File: src/rtl/fpfin_pkg.sv
package fpfin_pkg;
  parameter int MANT_W  = 64;
  parameter int INT_W   = 10;
  parameter int EXP_W   = 13;
  parameter int DP_FRAC = 52;
  parameter int SP_FRAC = 23;
  parameter int EFLD_W  = 11;

  localparam int FRAC_W = MANT_W - INT_W;
  localparam int DP_LSB = FRAC_W - DP_FRAC;
  localparam int SP_LSB = FRAC_W - SP_FRAC;
  localparam int EBIAS  = (1 << (EFLD_W - 1)) - 1;

  typedef enum logic [1:0] {
    RM_NEAR = 2'b00,
    RM_ZERO = 2'b01,
    RM_UP   = 2'b10,
    RM_DOWN = 2'b11
  } rmode_e;
endpackage

File: src/rtl/fpfin_sign_sel.sv
module fpfin_sign_sel
  import fpfin_pkg::*;
(
  input  logic   sign_i,
  input  logic   sub_zero_i,
  input  logic   negate_i,
  input  logic   nan_i,
  input  rmode_e rmode_i,
  output logic   sign_o
);
  logic zero_sign;

  // zero rule first, negation second, NaN sign untouched
  always_comb begin
    zero_sign = sub_zero_i ? (rmode_i == RM_DOWN) : sign_i;
    sign_o    = nan_i ? sign_i : (zero_sign ^ negate_i);
  end
endmodule

File: src/rtl/fpfin_round.sv
module fpfin_round
  import fpfin_pkg::*;
(
  input  logic [MANT_W-1:0] mant_i,
  input  logic              single_i,
  input  logic              sign_i,
  input  rmode_e            rmode_i,
  output logic [MANT_W-1:0] mant_o,
  output logic              carry_o,
  output logic              inexact_o
);
  localparam logic [MANT_W-1:0] DP_ONE = MANT_W'(1) << DP_LSB;
  localparam logic [MANT_W-1:0] SP_ONE = MANT_W'(1) << SP_LSB;

  logic [MANT_W-1:0] one_at, low_mask, sum, trimmed;
  logic              guard, sticky, kept_lsb, incr;

  always_comb begin
    one_at    = single_i ? SP_ONE : DP_ONE;
    low_mask  = one_at - MANT_W'(1);
    guard     = |(mant_i & (one_at >> 1));
    sticky    = |(mant_i & (low_mask >> 1));
    kept_lsb  = |(mant_i & one_at);
    inexact_o = |(mant_i & low_mask);
    unique case (rmode_i)
      RM_NEAR: incr = guard & (sticky | kept_lsb);
      RM_ZERO: incr = 1'b0;
      RM_UP:   incr = inexact_o & ~sign_i;
      default: incr = inexact_o & sign_i;
    endcase
    sum     = mant_i + (incr ? one_at : '0);
    // trim after the adder
    trimmed = sum & ~low_mask;
    carry_o = trimmed[FRAC_W+1];
    mant_o  = carry_o ? (trimmed >> 1) : trimmed;
  end
endmodule

File: src/rtl/fpfin_pack.sv
module fpfin_pack
  import fpfin_pkg::*;
(
  input  logic              sign_i,
  input  logic [EXP_W-1:0]  exp_i,
  input  logic              carry_i,
  input  logic [MANT_W-1:0] rnd_mant_i,
  input  logic [MANT_W-1:0] raw_mant_i,
  input  logic              nan_i,
  output logic [63:0]       word_o
);
  logic [EXP_W-1:0] exp_b;

  always_comb begin
    exp_b = exp_i + EXP_W'(EBIAS) + EXP_W'(carry_i);
    if (nan_i)
      word_o = {sign_i, {EFLD_W{1'b1}}, raw_mant_i[FRAC_W-1:DP_LSB]};
    else if (rnd_mant_i == '0)
      word_o = {sign_i, 63'd0};
    else
      word_o = {sign_i, exp_b[EFLD_W-1:0], rnd_mant_i[FRAC_W-1:DP_LSB]};
  end
endmodule

File: src/rtl/fpfin_result_unit.sv
module fpfin_result_unit
  import fpfin_pkg::*;
(
  input  logic              clk_i,
  input  logic              rst_ni,
  input  logic              valid_i,
  input  logic              sign_i,
  input  logic [EXP_W-1:0]  exp_i,
  input  logic [MANT_W-1:0] mant_i,
  input  logic [1:0]        rmode_i,
  input  logic              single_i,
  input  logic              negate_i,
  input  logic              sub_zero_i,
  input  logic              nan_i,
  output logic              valid_o,
  output logic [63:0]       result_o,
  output logic              inexact_o,
  output logic              class_sign_o
);
  logic              sign_d;
  logic              s1_valid, s1_sign, s1_single, s1_nan;
  logic [EXP_W-1:0]  s1_exp;
  logic [MANT_W-1:0] s1_mant;
  rmode_e            s1_rmode;
  logic [MANT_W-1:0] rnd_mant;
  logic              rnd_carry, rnd_inexact;
  logic [63:0]       packed_word;

  fpfin_sign_sel u_sign (
    .sign_i     (sign_i),
    .sub_zero_i (sub_zero_i),
    .negate_i   (negate_i),
    .nan_i      (nan_i),
    .rmode_i    (rmode_e'(rmode_i)),
    .sign_o     (sign_d)
  );

  always_ff @(posedge clk_i or negedge rst_ni) begin
    if (!rst_ni) begin
      s1_valid  <= 1'b0;
      s1_sign   <= 1'b0;
      s1_single <= 1'b0;
      s1_nan    <= 1'b0;
      s1_exp    <= '0;
      s1_mant   <= '0;
      s1_rmode  <= RM_NEAR;
    end else begin
      s1_valid <= valid_i;
      if (valid_i) begin
        s1_sign   <= sign_d;
        s1_single <= single_i;
        s1_nan    <= nan_i;
        s1_exp    <= exp_i;
        s1_mant   <= mant_i;
        s1_rmode  <= rmode_e'(rmode_i);
      end
    end
  end

  fpfin_round u_round (
    .mant_i    (s1_mant),
    .single_i  (s1_single),
    .sign_i    (s1_sign),
    .rmode_i   (s1_rmode),
    .mant_o    (rnd_mant),
    .carry_o   (rnd_carry),
    .inexact_o (rnd_inexact)
  );

  fpfin_pack u_pack (
    .sign_i     (s1_sign),
    .exp_i      (s1_exp),
    .carry_i    (rnd_carry),
    .rnd_mant_i (rnd_mant),
    .raw_mant_i (s1_mant),
    .nan_i      (s1_nan),
    .word_o     (packed_word)
  );

  always_ff @(posedge clk_i or negedge rst_ni) begin
    if (!rst_ni) begin
      valid_o      <= 1'b0;
      result_o     <= '0;
      inexact_o    <= 1'b0;
      class_sign_o <= 1'b0;
    end else begin
      valid_o <= s1_valid;
      if (s1_valid) begin
        result_o     <= packed_word;
        inexact_o    <= rnd_inexact & ~s1_nan;
        class_sign_o <= s1_sign;
      end
    end
  end

  assert_latency_R1: assert property (@(posedge clk_i) disable iff (!rst_ni)
    s1_valid |=> valid_o);
  assert_no_spurious_R1: assert property (@(posedge clk_i) disable iff (!rst_ni)
    !s1_valid |=> !valid_o);
  assert_sp_trim_R5: assert property (@(posedge clk_i) disable iff (!rst_ni)
    (s1_valid && s1_single && !s1_nan) |-> (rnd_mant[SP_LSB-1:0] == '0));
  assert_renorm_R6: assert property (@(posedge clk_i) disable iff (!rst_ni)
    (s1_valid && !s1_nan && s1_mant[FRAC_W]) |->
      (rnd_mant[FRAC_W] && rnd_mant[MANT_W-1:FRAC_W+1] == '0));
  assert_exact_zero_R7: assert property (@(posedge clk_i) disable iff (!rst_ni)
    (s1_valid && s1_mant == '0) |=> !inexact_o);
  assert_zero_sign_R8: assert property (@(posedge clk_i) disable iff (!rst_ni)
    (valid_i && sub_zero_i && !nan_i && !negate_i) |=> (s1_sign == ($past(rmode_i) == 2'b11)));
  assert_neg_after_zero_R9: assert property (@(posedge clk_i) disable iff (!rst_ni)
    (valid_i && sub_zero_i && !nan_i && negate_i) |=> (s1_sign == ($past(rmode_i) != 2'b11)));
  assert_nan_sign_R10: assert property (@(posedge clk_i) disable iff (!rst_ni)
    (valid_i && nan_i) |=> (s1_sign == $past(sign_i)));
  assert_class_match_R11: assert property (@(posedge clk_i) disable iff (!rst_ni)
    valid_o |-> (class_sign_o == result_o[63]));
endmodule

File: config.mk
export PLATFORM = sky130hd
export DESIGN_NAME = fpfin_result_unit
export DESIGN_NICKNAME = d
export VERILOG_FILES = /design/src/rtl/fpfin_pkg.sv /design/src/rtl/fpfin_sign_sel.sv /design/src/rtl/fpfin_round.sv /design/src/rtl/fpfin_pack.sv /design/src/rtl/fpfin_result_unit.sv
export SDC_FILE = /design/constraint.sdc
export NUM_CORES = 1
export LEC_CHECK = 0
export BUFFER_PORTS_ARGS = -buffer_cell sky130_fd_sc_hd__buf_2
export CAP_MARGIN = 20
export CORE_UTILIZATION = 58
export CTS_CLUSTER_DIAMETER = 40
export DETAILED_ROUTE_END_ITERATION = 10
export GPL_TIMING_DRIVEN = 0
export PLACE_DENSITY = 0.82
export SLEW_MARGIN = 15
export SYNTH_ARGS = -nofsm -noshare
export SYNTH_HDL_FRONTEND = slang
export SYNTH_HIERARCHICAL = 1
export SYNTH_SLANG_ARGS = --single-unit
File: constraint.sdc
create_clock -name clk_i -period 6.4 [get_ports clk_i]
set_input_delay 1.6 -clock clk_i [delete_from_list [all_inputs] [get_ports clk_i]]
set_output_delay 1.6 -clock clk_i [all_outputs]
set_load 0.05 [all_outputs]
After elaboration in Yosys (flattened, before gate mapping)
Cells that the tools add are included.
W data, S select, Z words.
{"block": "totals", "regBits": 148, "out_inout_bits": 67, "wordCells": 46}
{"block": "classes", "add_sub_neg": 4, "eq_ne": 3, "n_mux": 8, "bitwise_logic": 14, "reduce_logical": 6}
{"operator": "$reduce_or A64 Y1", "count": 4}
{"operator": "$and A64 B64 Y64", "count": 3}
{"operator": "$and A64 B63 Y64", "count": 2}
{"operator": "$mux W64", "count": 2}
{"operator": "$mux W63", "count": 2}
{"operator": "$add A64 B64 Y64", "count": 1}
{"operator": "$logic_not A64 Y1", "count": 1}
{"operator": "$not A64 Y64", "count": 1}
{"operator": "$sub A64 B1 Y64 const B", "count": 1}
{"operator": "$mux W32", "count": 1}
{"operator": "$add A11 B1 Y11", "count": 1}
{"operator": "$add A11 B10 Y11 const B", "count": 1}
{"operator": "$and A1 B1 Y1", "count": 4}
{"operator": "$eq A2 B2 Y1 const B", "count": 2}
{"operator": "$pmux W1 S3", "count": 1}
{"operator": "$eq A2 B1 Y1 const B", "count": 1}
{"operator": "$logic_not A2 Y1", "count": 1}
{"operator": "$mux W1", "count": 2}
{"operator": "$not A1 Y1", "count": 2}
{"operator": "$or A1 B1 Y1", "count": 1}
{"operator": "$xor A1 B1 Y1", "count": 1}

Depth between registers and ports, before layout
Gate-level depths: netlist of the first run.
{"block": "depth", "depth_word": 14, "depth_mapped": 25}

Hierarchy
The synthesis of the first run kept the hierarchy.
{"mod": "fpfin_result_unit", "n_inst": 1, "cells_each": 316, "area_per_inst_um2": 5684.2}
{"mod": "fpfin_round", "n_inst": 1, "cells_each": 459, "area_per_inst_um2": 2817.7}
{"mod": "fpfin_pack", "n_inst": 1, "cells_each": 120, "area_per_inst_um2": 1058.5}
{"mod": "fpfin_sign_sel", "n_inst": 1, "cells_each": 7, "area_per_inst_um2": 45.0}

Least setup slack after synthesis of the first run
Ideal clock, no wire load.
{"block": "synth_path", "path_kind": "register -> register", "from": "reg s1_mant[21]", "to": "reg result_o[55]", "setup_time_ns": 0.125, "arrival_time_ns": 4.479, "required_ns": 6.275, "slack_ns": 1.796, "stages_incl_launch_ff": 24, "period_less_slack_ns": 4.604, "cell_sequence": "dfrtp_1 -> buf_2 -> or2_2 -> nor3_1 -> nand3_1 -> o22ai_1 -> a2111oi_0 -> a31oi_1 -> nor2_1 -> ha_1 -> ha_1 -> inv_1 -> or4_1 -> nor4_1 -> nand2_1 -> xor2_1 -> or3_1 -> o21ai_1 -> nor4_1 -> nand4_1 -> nor4_2 -> buf_4 -> o21bai_1 -> mux2_4"}
{"block": "synth_via", "elab_chain_cells": 12}
{"item": "from (decl)", "line_no": "fpfin_result_unit.sv:23", "source": "logic [MANT_W-1:0] s1_mant;"}
{"item": "from (signal assigned)", "line_no": "fpfin_result_unit.sv:54", "source": "s1_mant <= mant_i;"}
{"item": "$and A64 B63 Y64 / $and A64 B64 Y64 (equally long branches)", "line_no": "fpfin_round.sv:22, fpfin_round.sv:23"}
{"item": "$reduce_or A64 Y1 (on tied branches)", "line_no": "fpfin_round.sv:22, fpfin_round.sv:23"}
{"item": "$or A1 B1 Y1", "line_no": "fpfin_round.sv:26", "source": "RM_NEAR: incr = guard & (sticky | kept_lsb);"}
{"item": "$and A1 B1 Y1", "line_no": "fpfin_round.sv:26"}
{"item": "$pmux W1 S3", "line_no": "fpfin_round.sv:25", "source": "unique case (rmode_i)"}
{"item": "$mux W64", "line_no": "fpfin_round.sv:31", "source": "sum = mant_i + (incr ? one_at : '0);"}
{"item": "$add A64 B64 Y64 *", "line_no": "fpfin_round.sv:31"}
{"item": "$and A64 B64 Y64 *", "line_no": "fpfin_round.sv:33", "source": "trimmed = sum & ~low_mask;"}
{"item": "$mux W64 *", "line_no": "fpfin_round.sv:35", "source": "mant_o = carry_o ? (trimmed >> 1) : trimmed;"}
{"item": "named net rnd_mant[30]", "line_no": "fpfin_result_unit.sv:25", "source": "logic [MANT_W-1:0] rnd_mant;"}
{"item": "$logic_not A64 Y1 *", "line_no": "fpfin_pack.sv:18", "source": "else if (rnd_mant_i == '0)"}
{"item": "$mux W63 *", "line_no": "fpfin_pack.sv:18"}
{"item": "$mux W63 *", "line_no": "fpfin_pack.sv:16", "source": "if (nan_i)"}
{"item": "named net packed_word[55]", "line_no": "fpfin_result_unit.sv:27", "source": "logic [63:0] packed_word;"}
{"item": "to (signal assigned)", "line_no": "fpfin_result_unit.sv:89", "source": "result_o <= packed_word;"}
{"item": "to (decl)", "line_no": "fpfin_result_unit.sv:16", "source": "output logic [63:0] result_o,"}
Mark *: on every way through the listed nets, which the timed path passes. The rest lies on a longest branch.
A chain may end at the register's enable or synchronous reset.

Final worst setup path of the first run
{"block": "layout_path", "from": "reg s1_mant[28]", "to": "reg result_o[52]"}
Same word-level chain as after synthesis.

==> results by group, run 1 <==
Run status
  • Status: complete, no violations

Drt
  • Detailed Route Iter0 Violations: 881
  • Average via count per standard cell: 6.221
  • Routed length per instance: 20.17 um
  • Antenna Nets Post-Route: 0
  • Drt pass-1 iters: 5
  • Vias: 8087
  • DRT Wirelength: 26230 um
  • # DRC: 0

Critical path
  • Cell family with most CP delay: simple AND/OR/NAND/NOR gates
  • Slowest-stage cell, CP: a2111oi_0
  • Critical-path cell list: clkbuf_1, nor4_2, nand4_1, o22ai_1, a2111oi_0, a31oi_1, nor2_1, ha_1, nand2_1, nor4_4, a31oi_2, nor4_4, nor2_4, inv_2, buf_4, buf_2, o21ai_0, nor4_1, nand4_1, nor4_4, buf_4, o21bai_1, mux2_4
  • Top cell by count, worst path: nor4_4
  • Worst path arrival time: 6.56 ns
  • WP data required: 6.72 ns
  • CP endpoint kind: register
  • CP Launch Type: register
  • Worst path buffer plus inverter count: 5
  • Kind of critical path: register to register
  • R2R Setup Slk: 0.16 ns
  • Crit-path max FO: 10
  • CP peak stage delay: 0.46 ns

Place
  • Placed Cells: 1266
  • Setup WS pre-CTS: 0.2926 ns
  • Detailed placement HPWL: 18870 um
  • RePlAce Congestion: 0.9724
  • IO buf count: 151

GRT
  • Initial antenna violation count: 0
  • Global route overflow: 0
  • Number of global-route vias before repair: 7850
  • First-pass GRT wire length: 40360 um
  • Pin count of the biggest net entering global routing: 87
  • Total global-route track usage: 31.59%

Die
  • Initial Util: 59.79%
  • Core area: 15940 um2
  • Die Span Y: 130.2 um
  • Die area: 16950 um2
  • Die width: 130.2 um
  • I/O pin total: 154
  • Row cnt: 46

Clocking
  • Total CTS buffers: 17
  • H-tree levels: 4
  • Clock Tree Buf Depth: 2
  • CTS tree: yes
  • Clk_lat worst skew: 0.43 ns
  • Sink Count: 148
  • CTS root buf: clkbuf_16
  • Hold buffer count at cts: 0
  • Worst-path clk slew: 0.06 ns

Power and ir drop
  • Max IR drop VDD: 0.0001990 V
  • Pwr/cell area: 292.1 nW/um2
  • Leak pwr: 4.850 nW

STA
  • Final Hold Vio Count: 0
  • Period utilization: 97.47%
  • Relative slew slack: 49.43%
  • Fin crit period: 6.238 ns
  • Skew final: 0.01487 ns
  • TNS Setup: 0 ns
  • Slew @ Worst Pin: 0.7516 ns
  • Setup violations, final: 0
  • PnR worst setup slack: 0.1616 ns
  • Achievable frequency: 160.3 MHz
  • Slew Limit Fails: 0

Finish
  • Fraction of layout cells with a size suffix above 1: 41.51%
  • ANT cells: 0
  • Fillers: 1230
  • Fin cells: 1300
  • Util after Layout: 70.55%
  • Nets: 1163
  • Area delta synth->final: 17.99%

Synthesis
  • Area of the mapped netlist: 9533 um2
  • Post-Synthesis Cells: 898
  • Mapped Nets: 990
  • YS warnings: 6
  • Avg Synthesized Cell Area: 10.62 um2

Min path
  • Hold Path Class: register to register

Flow run
  • Number of max-cap violations: 0
==> registers in the layout, indices dropped and copies added (netlist names), 2 cells and up <==
| signal | flops |
|---|---|
| s1_rmode | 2 |
| s1_mant | 64 |
| result_o | 64 |
| s1_exp | 11 |
==> repair_timing <==
item,CTS,global route
setup endpoints to repair,0,11
buffers inserted,0,2
gates resized for setup,0,9
==> through the flow <==
stage | hold slack [ns] | instance area (um2) | total power, mW
2_1_floorplan | 0.4001 | 9533 | 1.985
3_3_place_gp | 0.4856 | 10560 | 2.256
3_5_place_dp | 0.4941 | 10600 | 2.281
4_1_cts | 0.5066 | 11190 | 3.292
5_1_grt | 0.5158 | 11250 | 3.419
6_report | 0.5043 | 11250 | 3.286
==> routing by layer <==
layer  global-route usage (%)  vias up  part of all wire [%]
met5                        0        -                     0
met4                    16.69        0                   3.6
met3                    7.052       75                   7.7
met2                    52.03      431                    48
met1                    38.72     3918                    40
li1                         -     3663                     -
==> worst paths after layout <==
check	start	end	cells after the start
min in group asynchronous	rst_ni	s1_mant[59]	1
hold reg to reg	result_o[20]	result_o[20]	1
setup reg to reg	s1_mant[28]	result_o[52]	23
hold / removal	result_o[20]	result_o[20]	1
max in group asynchronous	rst_ni	s1_mant[30]	2
setup / recovery	s1_mant[28]	result_o[52]	23
==> layout by cell type (no fill, tap or decap), drive strengths merged, types with 8 or more instances in the layout <==
| cell | instances |
|---|---|
| dfrtp | 148 |
| o21bai | 11 |
| buf | 194 |
| mux2 | 197 |
| a211oi | 27 |
| nor4 | 30 |
| nand3 | 21 |
| nor2 | 58 |
| o21ai | 16 |
| nor3 | 33 |
| and3 | 13 |
| clkbuf | 39 |
| a21oi | 23 |
| inv | 14 |
| a21o | 8 |
| xor2 | 32 |
| nand2 | 61 |
| xnor2 | 28 |
| nand4 | 22 |
| mux2i | 11 |
==> where the power goes <==
part	internal, mW	leakage [nW]	switching, mW	total (mW)
registers	1.08	1.73	0.130	1.21
logic	0.396	2.83	0.684	1.08
clock network	0.590	0.282	0.411	1.00
==> worst register-to-register path, delay by kind of cell (launching register included) <==
kind / cells / cell delay [ns]
AND/OR/NAND/NOR: 10 / 2.70
multiplexers: 1 / 0.27
buffers and inverters: 5 / 1.20
AO/OA/AOI/OAI: 6 / 1.32
adder cells (fa/ha/maj): 1 / 0.27
flip-flops: 1 / 0.39
==> layout make-up <==
class                      instances  area (um2)  area share, %
timing repair buffer             154       808.3          7.186
clock inverter                    13       151.4          1.346
tap                              216       270.3          2.403
sequential                       148        3704          32.93
clock buffer                      19       442.9          3.938
inverter                          12       45.04         0.4004
buffer                            60       367.9          3.270
multi-input combinational        678        5459          48.53
Note: power is estimated with default switching activity, not from simulation.
==> inputs of run 2 (changes only) <==
--- a/config.mk
+++ b/config.mk
@@ -11,6 +11,7 @@
 export CTS_CLUSTER_DIAMETER = 40
 export DETAILED_ROUTE_END_ITERATION = 10
 export GPL_TIMING_DRIVEN = 0
+export MAX_ROUTING_LAYER = met4
 export PLACE_DENSITY = 0.82
 export SLEW_MARGIN = 15
 export SYNTH_ARGS = -nofsm -noshare
==> run 2 against run 1 <==
Compared with the run above:
- sequential share of layout area rose by 0.070 points
- core utilization fell by 0.15 points
- critical path depth fell by 1
- worst hold slack got worse by 0.0041 ns
- global-route usage rose by 1.7 points
- largest power group unchanged
==> results by group, run 2 (synthesis results as in run 1) <==
Finish
  • Fraction of layout cells with a size suffix above 1: 41.54% (about the same)
  • Regs by FF count: result_o: 64 flops, s1_mant: 64 flops, s1_exp: 11 flops
  • Fin cells: 1297 (-0.23%)
  • Fillers: 1226 (-0.33%)
  • Most frequent cells in the layout: 169 x mux2_2, 169 x buf_2, 148 x dfrtp_1
  • Area delta synth->final: 17.74%
  • Design Area, Final: 11220 um2 (-0.21%)
  • Nets: 1160 (-0.26%)
  • ANT cells: 0 (unchanged)

Power and ir drop
  • Switching power total: 1.233 mW (+0.68%)
  • Pwr/cell area: 292.0 nW/um2 (about the same)
  • Max IR drop VDD: 0.0002040 V (+2.5%)
  • Sequential power share: 36.9% (+0.2 points)
  • Leak pwr: 4.843 nW (-0.15%)
  • Clk network pwr share: 30.2% (-0.3 points)
  • Internal Power: 2.044 mW (-0.82%)
  • Combinational power share: 33.0% (about the same)
  • Switch share: 37.63% (+0.35 points)

Critical path
  • Reg2Reg Depth: 22 (-4.3%)
  • WP data required: 6.71 ns (about the same)
  • R2R Setup Slk: 0.33 ns (+0.17 ns)
  • CP endpoint kind: register
  • Kind of critical path: register to register
  • Cell family with most CP delay: simple AND/OR/NAND/NOR gates
  • Worst path arrival time: 6.38 ns (-0.18 ns)
  • R2R Path End: result_o[54]
  • CP Launch Type: register
  • Slowest-stage cell, CP: clkbuf_1
  • Worst R2R Start: s1_mant[21]
  • Top cell by count, worst path: nor4_4
  • Worst path buffer plus inverter count: 3 (-2)
  • Crit-path max FO: 10 (unchanged)
  • CP peak stage delay: 0.54 ns (+0.08 ns)
  • Critical-path cell list: buf_2, or2_2, nor3_1, nand3_1, o22ai_1, a2111oi_1, a31oi_1, nor2_1, ha_1, nand2_1, nor4_4, a31o_2, a31oi_2, nor2_4, clkbuf_1, a211oi_1, nor4_1, nand4_1, nor4_4, buf_4, o21bai_1, mux2_4

Die
  • Core area: 15940 um2 (unchanged)
  • I/O pin total: 154 (unchanged)
  • Die area: 16950 um2 (unchanged)
  • Die width: 130.2 um (unchanged)
  • Initial Util: 59.79% (unchanged)
  • Die Span Y: 130.2 um (unchanged)
  • Row cnt: 46 (unchanged)

STA
  • RSZ-0062 raised after global routing: no
  • Setup violations, final: 0 (unchanged)
  • Slew Limit Fails: 0 (unchanged)
  • Fin crit period: 6.065 ns (-0.1734 ns)
  • Achievable frequency: 164.9 MHz (+2.9%)
  • Period utilization: 94.77% (-2.7 points)
  • Slew @ Worst Pin: 0.8353 ns (+0.08364 ns)
  • Relative slew slack: 43.84% (-5.6 points)
  • Final Hold Vio Count: 0 (unchanged)
  • Skew final: 0.01226 ns (-0.002603 ns)
  • TNS Setup: 0 ns (unchanged)

GRT
  • Global route overflow: 0 (unchanged)
  • First-pass GRT wire length: 41230 um (+2.2%)
  • Initial antenna violation count: 0 (unchanged)
  • Number of global-route vias before repair: 7789 (-0.78%)
  • Total global-route track usage: 33.24% (+1.7 points)
  • Pin count of the biggest net entering global routing: 92 (+5.7%)

Clocking
  • Total CTS buffers: 17 (unchanged)
  • Clock Tree Buf Depth: 2 (unchanged)
  • Worst-path clk slew: 0.06 ns (about the same)
  • H-tree levels: 4 (unchanged)
  • CTS tree: yes
  • Clk_lat worst skew: 0.43 ns (about the same)
  • Sink Count: 148 (unchanged)
  • CTS root buf: clkbuf_16

Min path
  • Hold Startpoint: result_o[19]
  • Worst hold stages: 1 (unchanged)
  • Hold path endpoint: result_o[19]
  • Hold Path Class: register to register

Drt
  • Average via count per standard cell: 6.197 (-0.39%)
  • # DRC: 0 (unchanged)
  • Antenna Nets Post-Route: 0 (unchanged)
  • Drt pass-1 iters: 8 (+3)
  • Routed length per instance: 20.52 um (+1.7%)
  • Vias: 8037 (-0.62%)
  • DRT Wirelength: 26620 um (+1.5%)
  • Detailed Route Iter0 Violations: 823 (-6.6%)

Place
  • Placed Cells: 1266 (unchanged)
  • Area after DPL: 10600 um2 (unchanged)
  • Detailed placement HPWL: 19370 um (+2.6%)
  • IO buf count: 151 (unchanged)
  • RePlAce Congestion: 0.9924 (+2.1%)

Run status
  • Status: complete, no violations

Flow run
  • Number of max-cap violations: 0 (unchanged)
==> run 2: worst max path at each step <==
stage                start           end  slack [ns]  depth (start not counted)
6_report       s1_mant[21]  result_o[54]        0.33                         22
3_3_place_gp   s1_mant[28]  result_o[54]        0.29                         22
2_1_floorplan  s1_mant[21]  result_o[55]        1.80                         23
4_1_cts        s1_mant[27]  result_o[54]        0.14                         21
3_5_place_dp   s1_mant[27]  result_o[54]        0.21                         21
5_1_grt        s1_mant[21]  result_o[54]       0.005                         24
==> run 2: power by group through the flow <==
stage | clock, mW | combinational, mW | sequential, mW
2_1_floorplan | 0 | 0.482 | 1.50
3_3_place_gp | 0 | 1.05 | 1.21
3_5_place_dp | 0 | 1.07 | 1.22
4_1_cts | 1.00 | 1.07 | 1.20
5_1_grt | 1.04 | 1.13 | 1.23
6_report | 0.989 | 1.08 | 1.21
==> run 2: metal layers <==
layer / global-route usage [%] / up-vias / share of wire [%]
met3: 5.904 / 81 / 6.7
met2: 53.54 / 393 / 49
li1: - / 3654 / -
met4: 15.18 / 0 / 3.9
met5: - / - / 0
met1: 40.70 / 3909 / 41
==> run 2: final cells by class <==
class	instances	area [um2]	area share, %
buffer	58	362.8	3.233
clock buffer	20	466.7	4.158
clock inverter	12	121.4	1.081
inverter	12	45.04	0.4013
multi-input combinational	678	5454	48.59
sequential	148	3704	33.00
tap	216	270.3	2.408
timing repair buffer	153	800.8	7.134
==> run 2: repair_timing <==
item	4_1_cts	5_1_grt
setup endpoints to repair	0	11
gates resized for setup	0	10
hold buffers	0	0
buffers inserted	0	1
==> run 2: per-stage QoR <==
step	utilization [%]	power, mW	hold slack (ns)	worst slack [ns]
after floorplan	-	1.985	0.4001	1.796
after global placement	66.23	2.257	0.4859	0.2912
after detailed placement	66.47	2.286	0.4922	0.2097
after CTS	70.15	3.277	0.5060	0.1355
after global routing	70.41	3.402	0.5145	0.004946
final	70.41	3.277	0.5001	0.3350
==> inputs of run 3 (changes only) <==
--- a/config.mk
+++ b/config.mk
@@ -7,13 +7,13 @@
 export LEC_CHECK = 0
 export BUFFER_PORTS_ARGS = -buffer_cell sky130_fd_sc_hd__buf_2
 export CAP_MARGIN = 20
-export CORE_UTILIZATION = 58
+export CORE_UTILIZATION = 60
 export CTS_CLUSTER_DIAMETER = 40
 export DETAILED_ROUTE_END_ITERATION = 10
 export GPL_TIMING_DRIVEN = 0
 export MAX_ROUTING_LAYER = met4
-export PLACE_DENSITY = 0.82
-export SLEW_MARGIN = 15
+export PLACE_DENSITY = 0.84
+export SLEW_MARGIN = 20
 export SYNTH_ARGS = -nofsm -noshare
 export SYNTH_HDL_FRONTEND = slang
 export SYNTH_HIERARCHICAL = 1
==> constraint.sdc (replaced) <==
create_clock -name clk_i -period 7.8 [get_ports clk_i]
set_input_delay 1.95 -clock clk_i [delete_from_list [all_inputs] [get_ports clk_i]]
set_output_delay 1.95 -clock clk_i [all_outputs]
set_load 0.05 [all_outputs]
==> run 3 against run 2 <==
Compared with the run above:
- via count grew 0.12%
- critical path depth shrank 1
- first-iteration DRC count grew 3.4%
- final cell count shrank 0.31%
- total power shrank 17%
- combinational power shrank 18%
- register-to-register slack gained 0.92 ns
==> results by group, run 3 (synthesis results as in run 1) <==
Run status
  • Status: complete, no violations

Critical path
  • CP Launch Type: register
  • CP peak stage delay: 0.70 ns (+0.16 ns)
  • Cell family with most CP delay: simple AND/OR/NAND/NOR gates
  • Slowest-stage cell, CP: clkbuf_1
  • Worst R2R Start: s1_mant[27]
  • Worst path buffer plus inverter count: 3 (unchanged)
  • Crit-path max FO: 10 (unchanged)
  • Origin of the worst setup path: s1_mant[27]
  • Worst path arrival time: 6.87 ns (+0.49 ns)
  • WP data required: 8.12 ns (+1.41 ns)
  • CP endpoint kind: register
  • Critical-path cell list: clkbuf_1, nor4_1, nand3_1, o22ai_1, a2111oi_0, a31oi_1, nor2_1, ha_1, nand2_1, nor4_4, a31o_2, a31oi_2, nor2_4, clkbuf_1, o221ai_1, nor4_1, nand4_1, nor4_2, buf_4, o21bai_1, mux2_4
  • Kind of critical path: register to register

Drt
  • Detailed Route Iter0 Violations: 851 (+3.4%)
  • # DRC: 0 (unchanged)
  • Vias: 8047 (+0.12%)
  • Drt pass-1 iters: 5 (-3)
  • DRT Wirelength: 26380 um (-0.90%)
  • Routed length per instance: 20.40 um (-0.59%)
  • Average via count per standard cell: 6.224 (+0.43%)
  • Antenna Nets Post-Route: 0 (unchanged)

Place
  • Detailed placement HPWL: 19070 um (-1.6%)
  • RePlAce Congestion: 0.9647 (-2.8%)
  • Area after DPL: 10590 um2 (about the same)
  • IO buf count: 151 (unchanged)

STA
  • Achievable frequency: 152.7 MHz (-7.4%)
  • RSZ-0062 raised after global routing: no
  • TNS Setup: 0 ns (unchanged)
  • Slew @ Worst Pin: 0.9986 ns (+0.1633 ns)
  • Fin crit period: 6.549 ns (+0.4844 ns)
  • Setup violations, final: 0 (unchanged)
  • Period utilization: 83.97% (-11 points)
  • Skew final: 0.01529 ns (+0.003028 ns)
  • Final Hold Vio Count: 0 (unchanged)
  • Relative slew slack: 33.12% (-11 points)
  • Slew Limit Fails: 0 (unchanged)

Min path
  • Hold Startpoint: result_o[8]
  • Hold Path Class: register to register

Finish
  • Fraction of layout cells with a size suffix above 1: 40.94% (-0.59 points)
  • Design Area, Final: 11200 um2 (-0.24%)
  • Nets: 1161 (+0.086%)
  • Most frequent cells in the layout: 170 x buf_2, 169 x mux2_2, 148 x dfrtp_1
  • Regs by FF count: result_o: 64 flops, s1_mant: 64 flops, s1_exp: 11 flops
  • Commonest non-fill, non-tap cell in the layout: buf_2
  • Util after Layout: 72.84% (+2.4 points)
  • Area delta synth->final: 17.46%
  • ANT cells: 0 (unchanged)
  • Fillers: 1135 (-7.4%)

Clocking
  • CTS root buf: clkbuf_16
  • Hold buffer count at cts: 0 (unchanged)
  • Total CTS buffers: 17 (unchanged)
  • Clk_lat worst skew: 0.44 ns (about the same)
  • Worst-path clk slew: 0.07 ns (about the same)
  • H-tree levels: 4 (unchanged)
  • CTS tree: yes
  • PostCTS Resize Cnt: 0 (unchanged)
  • Clock Tree Buf Depth: 2 (unchanged)
  • Sink Count: 148 (unchanged)
  • Postcts setup bufs: 0 (unchanged)

Power and ir drop
  • Max IR drop VDD: 0.0001949 V (-4.5%)
  • Leak pwr: 4.825 nW (-0.38%)
  • Pwr/cell area: 243.9 nW/um2 (-16%)

GRT
  • Pin count of the biggest net entering global routing: 97 (+5.4%)
  • Number of global-route vias before repair: 7710 (-1.0%)
  • Initial antenna violation count: 0 (unchanged)
  • Total global-route track usage: 34.28% (+1.0 points)
  • Global route overflow: 0 (unchanged)
  • First-pass GRT wire length: 41520 um (+0.70%)

Die
  • Initial Util: 62.02% (+2.2 points)
  • Core area: 15370 um2 (-3.6%)
  • Die Span Y: 128.1 um (-1.7%)
  • Die width: 128.1 um (-1.7%)
  • I/O pin total: 154 (unchanged)
  • Row cnt: 45 (-2.2%)
  • Die area: 16400 um2 (-3.3%)

Flow run
  • Number of max-cap violations: 0 (unchanged)
## run 3: area by class of cell
| class | instances | area (um2) | share of cell area, % |
|---|---|---|---|
| clock buffers | 17 | 425.4 | 3.799 |
| inverters | 12 | 45.04 | 0.4023 |
| repair buffers | 152 | 793.3 | 7.085 |
| well taps | 211 | 264.0 | 2.358 |
| plain buffers | 60 | 366.6 | 3.274 |
| clock inverters | 15 | 181.4 | 1.620 |
| flip-flops and latches | 148 | 3704 | 33.08 |
| multi-input cells | 678 | 5418 | 48.39 |
## run 3: routing by layer
metal | vias to the layer above | share of wire (%) | GRT usage [%]
li1 | 3656 | - | -
met1 | 3911 | 42 | 44.22
met2 | 417 | 47 | 54.12
met3 | 63 | 7.4 | 5.175
met4 | 0 | 3.3 | 14.39
met5 | - | 0 | -
## run 3: worst paths after layout
kind / endpoint / slack (ns) / depth (start not counted)
setup / recovery: result_o[54] / 1.25 / 21
max in group asynchronous: result_o[28] / 5.58 / 2
min in group asynchronous: s1_mant[58] / 1.41 / 1
hold / removal: result_o[8] / 0.50 / 1
hold reg to reg: result_o[8] / 0.50 / 1
setup reg to reg: result_o[54] / 1.25 / 21
## run 3: metrics by stage
stage          power (mW)  setup slack [ns]  std cells  hold WS, ns
4_1_cts             2.734             1.461       1293       0.5098
3_5_place_dp        1.875             1.547       1261       0.4911
2_1_floorplan       1.629             3.196        898       0.4001
5_1_grt             2.837            0.8412       1293       0.5205
3_3_place_gp        1.856             1.558       1260       0.4855
6_report            2.731             1.251       1293       0.5046
## run 3: where the power goes
part | switching, mW | internal (mW) | total, mW
clock | 0.369 | 0.487 | 0.856
sequential | 0.112 | 0.882 | 0.994
combinational | 0.558 | 0.324 | 0.882
## run 3: worst register-to-register path, delay by kind of cell, from the launching register on
kind,cells,cell delay [ns]
AND/OR/NAND/NOR,9,2.52
AO/OA/AOI/OAI,7,1.72
buffers and inverters,3,1.28
flip-flops,1,0.40
multiplexers,1,0.27
adder cells (fa/ha/maj),1,0.26
